--- config.mk ---
export PLATFORM = sky130hd
export DESIGN_NAME = operand_bypass_unit
export DESIGN_NICKNAME = d
export VERILOG_FILES = /design/src/rtl/bypass_pkg.sv /design/src/rtl/bypass_writer_match.sv /design/src/rtl/bypass_alu_select.sv /design/src/rtl/bypass_store_select.sv /design/src/rtl/operand_bypass_unit.sv
export SDC_FILE = /design/constraint.sdc
export NUM_CORES = 1
export LEC_CHECK = 0
export ABC_AREA = 1
export BUFFER_PORTS_ARGS = -buffer_cell sky130_fd_sc_hd__buf_4
export CORE_MARGIN = 2
export CORE_UTILIZATION = 45
export DETAILED_ROUTE_END_ITERATION = 8
export PLACE_DENSITY = 0.84
export RECOVER_POWER = 25
export SYNTH_ARGS = -nofsm -noshare
export SYNTH_HDL_FRONTEND = slang
export SYNTH_SLANG_ARGS = --single-unit
export TNS_END_PERCENT = 20
--- constraint.sdc ---
create_clock -name vclk -period 1
set_input_delay 0.2 -clock vclk [all_inputs]
set_output_delay 0.2 -clock vclk [all_outputs]
set_load 0.1 [all_outputs]
--- src/rtl/bypass_pkg.sv ---
package bypass_pkg;

    typedef enum logic [1:0] {
        SRC_REGFILE = 2'b00,
        SRC_EXMEM   = 2'b01,
        SRC_MEMWB   = 2'b10
    } alu_src_e;

    typedef enum logic {
        ST_PIPE   = 1'b0,
        ST_LOADWB = 1'b1
    } store_src_e;

    localparam int unsigned NUM_ALU_OPS = 2;

endpackage

--- src/rtl/bypass_writer_match.sv ---
module bypass_writer_match #(
    parameter int unsigned REG_W     = 5,
    parameter bit          ZERO_EXCL = 1'b1
) (
    input  logic [REG_W-1:0] src_idx,
    input  logic [REG_W-1:0] dst_idx,
    input  logic             wr_en,
    input  logic             valid,
    output logic             hit
);
    logic same_reg;
    logic src_live;

    assign same_reg = (src_idx == dst_idx);

    generate
        if (ZERO_EXCL) begin : g_zero_hardwired
            assign src_live = |src_idx;
        end else begin : g_zero_normal
            assign src_live = 1'b1;
        end
    endgenerate

    assign hit = same_reg && src_live && wr_en && valid;

endmodule

--- src/rtl/bypass_alu_select.sv ---
module bypass_alu_select
    import bypass_pkg::*;
(
    input  logic     near_hit,
    input  logic     near_is_load,
    input  logic     far_hit,
    output alu_src_e sel
);
    always_comb begin
        unique case ({near_hit, near_is_load, far_hit})
            3'b100, 3'b101: sel = SRC_EXMEM;
            3'b110, 3'b111: sel = SRC_REGFILE;
            3'b001, 3'b011: sel = SRC_MEMWB;
            default:        sel = SRC_REGFILE;
        endcase
    end

endmodule

--- src/rtl/bypass_store_select.sv ---
module bypass_store_select
    import bypass_pkg::*;
(
    input  logic       wb_hit,
    input  logic       wb_is_load,
    output store_src_e sel
);
    always_comb begin
        unique case ({wb_hit, wb_is_load})
            2'b11:   sel = ST_LOADWB;
            default: sel = ST_PIPE;
        endcase
    end

endmodule

--- src/rtl/operand_bypass_unit.sv ---
module operand_bypass_unit
    import bypass_pkg::*;
#(
    parameter int unsigned REG_W     = 5,
    parameter bit          ZERO_EXCL = 1'b1
) (
    input  logic [REG_W-1:0] ex_src_a_idx,
    input  logic [REG_W-1:0] ex_src_b_idx,
    input  logic [REG_W-1:0] mem_store_idx,
    input  logic [REG_W-1:0] exm_dst_idx,
    input  logic             exm_wr_en,
    input  logic             exm_valid,
    input  logic             exm_is_load,
    input  logic [REG_W-1:0] mwb_dst_idx,
    input  logic             mwb_wr_en,
    input  logic             mwb_valid,
    input  logic             mwb_is_load,
    output logic [1:0]       alu_a_sel,
    output logic [1:0]       alu_b_sel,
    output logic             store_sel
);
    logic [REG_W-1:0] op_idx   [NUM_ALU_OPS];
    alu_src_e         op_sel   [NUM_ALU_OPS];
    logic             near_hit [NUM_ALU_OPS];
    logic             far_hit  [NUM_ALU_OPS];
    logic             st_hit;
    store_src_e       st_sel;

    assign op_idx[0] = ex_src_a_idx;
    assign op_idx[1] = ex_src_b_idx;

    generate
        for (genvar k = 0; k < NUM_ALU_OPS; k++) begin : g_alu_op
            bypass_writer_match #(.REG_W(REG_W), .ZERO_EXCL(ZERO_EXCL)) u_near (
                .src_idx (op_idx[k]),
                .dst_idx (exm_dst_idx),
                .wr_en   (exm_wr_en),
                .valid   (exm_valid),
                .hit     (near_hit[k])
            );
            bypass_writer_match #(.REG_W(REG_W), .ZERO_EXCL(ZERO_EXCL)) u_far (
                .src_idx (op_idx[k]),
                .dst_idx (mwb_dst_idx),
                .wr_en   (mwb_wr_en),
                .valid   (mwb_valid),
                .hit     (far_hit[k])
            );
            bypass_alu_select u_sel (
                .near_hit     (near_hit[k]),
                .near_is_load (exm_is_load),
                .far_hit      (far_hit[k]),
                .sel          (op_sel[k])
            );
        end
    endgenerate

    bypass_writer_match #(.REG_W(REG_W), .ZERO_EXCL(ZERO_EXCL)) u_st_match (
        .src_idx (mem_store_idx),
        .dst_idx (mwb_dst_idx),
        .wr_en   (mwb_wr_en),
        .valid   (mwb_valid),
        .hit     (st_hit)
    );

    bypass_store_select u_st_sel (
        .wb_hit     (st_hit),
        .wb_is_load (mwb_is_load),
        .sel        (st_sel)
    );

    assign alu_a_sel = op_sel[0];
    assign alu_b_sel = op_sel[1];
    assign store_sel = st_sel;

endmodule

==> load_flow_metrics.sql, run 1 <==
INSERT INTO impl_metrics (metric_group, metric, value, unit) VALUES
('synthesis', 'yosysUniqueCellTypes', '11', ''),
('synthesis', 'synth_top_family_by_area', 'simple AND/OR/NAND/NOR gates', ''),
('synthesis', 'yosys.area_share.adder', '0', '%'),
('global_route', 'grt_max_degree', '6', ''),
('synthesis', 'post_synth_main_area_contributors', 'sky130_fd_sc_hd__nand2_1 46%, sky130_fd_sc_hd__inv_1 16%, sky130_fd_sc_hd__nor2_1 14%', ''),
('place', 'post-dp-hpwl', '1730', 'um'),
('die', 'floorplan.initialDensity', '47.8', '%'),
('timing', 'worst_slack_endpoint_at_the_end_of_global_route_timing_repair', 'alu_a_sel[1]', ''),
('synthesis', 'synth.avg_cell_area', '4.09', 'sq um'),
('synthesis', 'synth_largest_area_cell', 'sky130_fd_sc_hd__nand2_1', ''),
('place', 'final_weighted_congestion_of_routability_driven_global_placement', '0.835', ''),
('die', 'floorplan.rows', '13', ''),
('clock_tree', 'cts.repair_timing.setup_buffer_count', '0', ''),
('synthesis', 'synth-warning-count', '0', ''),
('die', 'die_height', '41.2', 'um'),
('synthesis', 'muxShareOfSynthArea', '0', '%'),
('synthesis', 'synth_simple_gate_area_share', '73.6', '%'),
('synthesis', 'ys_seq_area_share', '0', '%'),
('synthesis', 'synth_top_area_share', '45.9', '%'),
('place', 'io_buffer_count', '36', ''),
('outcome', 'outcome', 'aborted with a tool error', ''),
('synthesis', 'synthesis.instances', '152', ''),
('timing', 'worstEpCategory', 'top-level output', ''),
('synthesis', 'synthMostInstantiatedCell', 'sky130_fd_sc_hd__nand2_1', ''),
('outcome', 'run.stop_error', '[ERROR DPL-0038] Utilization greater than 100%, impossible to legalize', ''),
('outcome', 'outcome.stop_stage', '5_1_grt', ''),
('die', 'chipWidth', '41.2', 'um'),
('die', 'design.portCount', '36', ''),
('clock_tree', 'cts_hold_buf', '0', ''),
('synthesis', 'syn_area', '622', 'sq um'),
('synthesis', 'most_common_library_cells_after_synthesis', '76 x sky130_fd_sc_hd__nand2_1, 27 x sky130_fd_sc_hd__inv_1, 23 x sky130_fd_sc_hd__nor2_1', ''),
('synthesis', 'synthesis.nets', '183', ''),
('synthesis', 'synth_area_in_compound_gates', '4.02', '%'),
('synthesis', 'synth_xor_area_share', '4.23', '%');
stage by stage:
stage	instance area, sq um	instances	TNS [ns]	setup WS [ns]
2_1_floorplan	707	152	-1.23	-0.269
3_3_place_gp	996	203	-1.60	-0.363
3_5_place_dp	996	203	-1.61	-0.365
4_1_cts	1080	203	-1.09	-0.246
cells by family after synthesis:
family,after synthesis
buffers and inverters,30
AO/OA/AOI/OAI,5
XOR/XNOR,3
AND/OR/NAND/NOR,114
repair_timing:
action | CTS
setup endpoints to repair | 5
pin swaps | 5
gates resized for setup | 24
==> inputs of run 2 (changes only) <==
--- a/config.mk
+++ b/config.mk
@@ -7,10 +7,10 @@
 export LEC_CHECK = 0
 export ABC_AREA = 1
 export BUFFER_PORTS_ARGS = -buffer_cell sky130_fd_sc_hd__buf_4
-export CORE_MARGIN = 2
-export CORE_UTILIZATION = 45
+export CORE_AREA = 2 2 63 65
 export DETAILED_ROUTE_END_ITERATION = 8
-export PLACE_DENSITY = 0.84
+export DIE_AREA = 0 0 65 67
+export PLACE_DENSITY_LB_ADDON = 0.15
 export RECOVER_POWER = 25
 export SYNTH_ARGS = -nofsm -noshare
 export SYNTH_HDL_FRONTEND = slang
==> load_flow_metrics.sql, run 2 <==
INSERT INTO impl_metrics (metric_group, metric, value, unit) VALUES
('outcome', 'outcome', 'finished with violations', ''),
('outcome', 'failed_checks', 'negative setup slack', ''),
('timing', 'maxClockFrequency', '0.803', 'GHz'),
('layout', 'finish.cell_count_without_fillers', '238', ''),
('routing', 'postRouteAntennaNets', '0', ''),
('timing', 'rsz0062_at_grt', 'true', ''),
('synthesis', 'ys_seq_area_share', '0', '%'),
('layout', 'antennaDiodeCount', '0', ''),
('pwr', 'total_power', '0.000432', 'W'),
('pwr', 'power.ir.vdd_worst', '0.132', 'mV'),
('timing', 'max-slew-margin-rel', '89.3', '%'),
('routing', 'vias', '932', ''),
('synthesis', 'yosysUniqueCellTypes', '11', ''),
('global_route', 'grt_max_degree', '6', ''),
('layout', 'fin_nets', '223', ''),
('synthesis', 'most_common_library_cells_after_synthesis', '76 x sky130_fd_sc_hd__nand2_1, 27 x sky130_fd_sc_hd__inv_1, 23 x sky130_fd_sc_hd__nor2_1', ''),
('global_route', 'combined_global_route_utilization_of_all_metal_layers', '10.2', '%'),
('hold_path', 'worst_hold_class', 'input pin to output pin', ''),
('synthesis', 'synth_largest_area_cell', 'sky130_fd_sc_hd__nand2_1', ''),
('timing', 'finalHoldWorstSlack', '0.704', 'ns'),
('layout', 'synthToLayoutAreaGrowth', '99.6', '%'),
('global_route', 'leftover_overflow_at_the_end_of_global_routing', '0', ''),
('hold_path', 'holdCritStartpoint', 'exm_is_load', ''),
('die', 'floorplan.initialDensity', '17.2', '%'),
('pwr', 'power_density', '348', 'nW/um^2'),
('pwr', 'total_leakage_power', '0.661', 'nW'),
('layout', 'fillers', '409', ''),
('timing', 'post-route-period-util', '124', '%'),
('setup_path', 'timing.critical_path.slowest_cell_delay', '0.18', 'ns'),
('global_route', 'grt_antenna_before_repair', '0', ''),
('layout', 'area_taken_by_flip_flops_and_latches', '0', 'sq um'),
('synthesis', 'synthesis.nets', '183', ''),
('routing', 'route.detailed.vias_per_inst', '3.92', ''),
('place', 'final_weighted_congestion_of_routability_driven_global_placement', '0.745', ''),
('setup_path', 'worstSetupPathType', 'input pin to output pin', ''),
('setup_path', 'cp-start-kind', 'input pin', ''),
('die', 'floorplan.rows', '22', ''),
('die', 'design.portCount', '36', ''),
('global_route', 'grt_pass1_wl', '3530', 'um'),
('place', 'io_buffer_count', '36', ''),
('synthesis', 'synth-warning-count', '0', ''),
('setup_path', 'crit_required', '0.80', 'ns'),
('layout', 'final_cell_mix', '63 x sky130_fd_sc_hd__nand2_1, 21 x sky130_fd_sc_hd__buf_4, 17 x sky130_fd_sc_hd__nor2_1, 16 x sky130_fd_sc_hd__inv_1, 12 x sky130_fd_sc_hd__nand2_2', ''),
('timing', 'hold_violations', '0', ''),
('synthesis', 'post_synth_main_area_contributors', 'sky130_fd_sc_hd__nand2_1 46%, sky130_fd_sc_hd__inv_1 16%, sky130_fd_sc_hd__nor2_1 14%', ''),
('setup_path', 'crit_path_cell_trace', 'buf_12 -> inv_12 -> a21oi_4 -> nand2_1 -> nor2_1 -> nand2_1 -> nor2_4 -> buf_12', ''),
('die', 'die_height', '67', 'um'),
('layout', 'count_of_sequential_standard_cells', '0', ''),
('die', 'chipWidth', '65', 'um'),
('clock_tree', 'cts.repair_timing.setup_buffer_count', '0', ''),
('synthesis', 'syn_area', '622', 'sq um'),
('setup_path', 'worst_ep_arrival_time', '1.04', 'ns'),
('layout', 'num-clock-buffers', '0', ''),
('routing', 'wirelength', '2120', 'um'),
('setup_path', 'critical-path-slowest-cell', 'sky130_fd_sc_hd__buf_12', ''),
('setup_path', 'crit_start', 'ex_src_a_idx[3]', ''),
('layout', 'ratio_of_cells_with_drive_above_1_in_the_final_layout', '40.5', '%'),
('synthesis', 'synthesis.instances', '152', ''),
('clock_tree', 'cts_hold_buf', '0', ''),
('timing', 'period_needed', '1.24', 'ns'),
('layout', 'leading_cell_type_in_the_layout_fill_and_taps_excluded', 'sky130_fd_sc_hd__nand2_1', ''),
('synthesis', 'synthMostInstantiatedCell', 'sky130_fd_sc_hd__nand2_1', ''),
('global_route', 'grt_pass1_vias', '838', ''),
('timing', 'timing.final.ws_setup', '-0.245', 'ns'),
('setup_path', 'timing.critical_path.to_type', 'output pin', ''),
('die', 'floorplan.die_area', '4360', 'sq um'),
('timing', 'worst_max_slew_pin_slew', '0.160', 'ns'),
('place', 'placed_insts', '238', ''),
('synthesis', 'synth_top_area_share', '45.9', '%'),
('die', 'design.core.area', '3610', 'sq um'),
('place', 'post-dp-hpwl', '1940', 'um'),
('setup_path', 'critical_path.max_fanout', '3', ''),
('routing', 'detail_route.iter0.violations', '22', ''),
('job', 'cap_viol_max_count', '0', ''),
('synthesis', 'synth.avg_cell_area', '4.09', 'sq um'),
('routing', 'drt_drc_violations_left', '0', ''),
('routing', 'dr.pass1.iters', '4', ''),
('routing', 'routedWlPerCell', '8.90', 'um'),
('timing', 'count_of_endpoints_failing_setup_in_the_final_report', '5', ''),
('timing', 'slew_viol_final', '0', '');
==> run 2: where the power goes <==
group          switching (W)  internal (W)  leakage [nW]
Sequential                 0             0             0
Combinational       0.000223      0.000210         0.661
Clock                      0             0             0
Total               0.000223      0.000210         0.661
==> run 2: per-layer routing <==
layer  global-route usage [%]  wire length [um]
met1                     14.0              1000
met2                     18.7              1020
met3                    0.169                98
met4                        0                 0
met5                        0                 0
==> run 2: cell type report <==
cell class / instances / area [sq um] / area share [%]
inverter: 30 / 153 / 12.3
multi-input combinational: 122 / 611 / 49.2
tap: 48 / 60.1 / 4.84
timing repair buffer: 38 / 418 / 33.7
==> run 2: path summary, 6_finish.rpt <==
check | end | slack (ns) | cells after the start
min | alu_a_sel[0] | 0.70 | 3
max | alu_a_sel[0] | -0.24 | 8
==> run 2: what timing repair did <==
| action | in CTS | in global routing |
|---|---|---|
| setup endpoints to repair | 5 | 5 |
| resized for setup | 25 | 33 |
| endpoints found under the hold margin | 0 | 0 |
| gates cloned | 0 | 0 |
| pin swaps | 10 | 17 |
==> run 2: cell families (layout without fill, tap and decap cells) <==
family / count (synthesis) / count (layout) / synth area share, %
buf+inv: 30 / 68 / 18.1
simple gates: 114 / 114 / 73.6
compound gates: 5 / 5 / 4.02
xor+xnor: 3 / 3 / 4.23
==> run 2: through the flow <==
stage | setup WS (ns) | instance area [sq um] | TNS (ns) | utilization (%)
floorplan | -0.269 | 707 | -1.23 | -
global placement | -0.402 | 1050 | -1.73 | 29.2
detailed placement | -0.399 | 1050 | -1.73 | 29.2
CTS | -0.271 | 1140 | -1.20 | 31.6
global route | -0.328 | 1240 | -1.51 | 34.4
finish | -0.245 | 1240 | -1.07 | 34.4
==> run 2: critical path: cells and delay by family <==
family	cells	cell delay, ns
buffers and inverters	3	0.31
and+or+nand+nor	4	0.40
AOI/OAI and AO/OA	1	0.14
No activity file was read; power rests on OpenSTA's default activity.
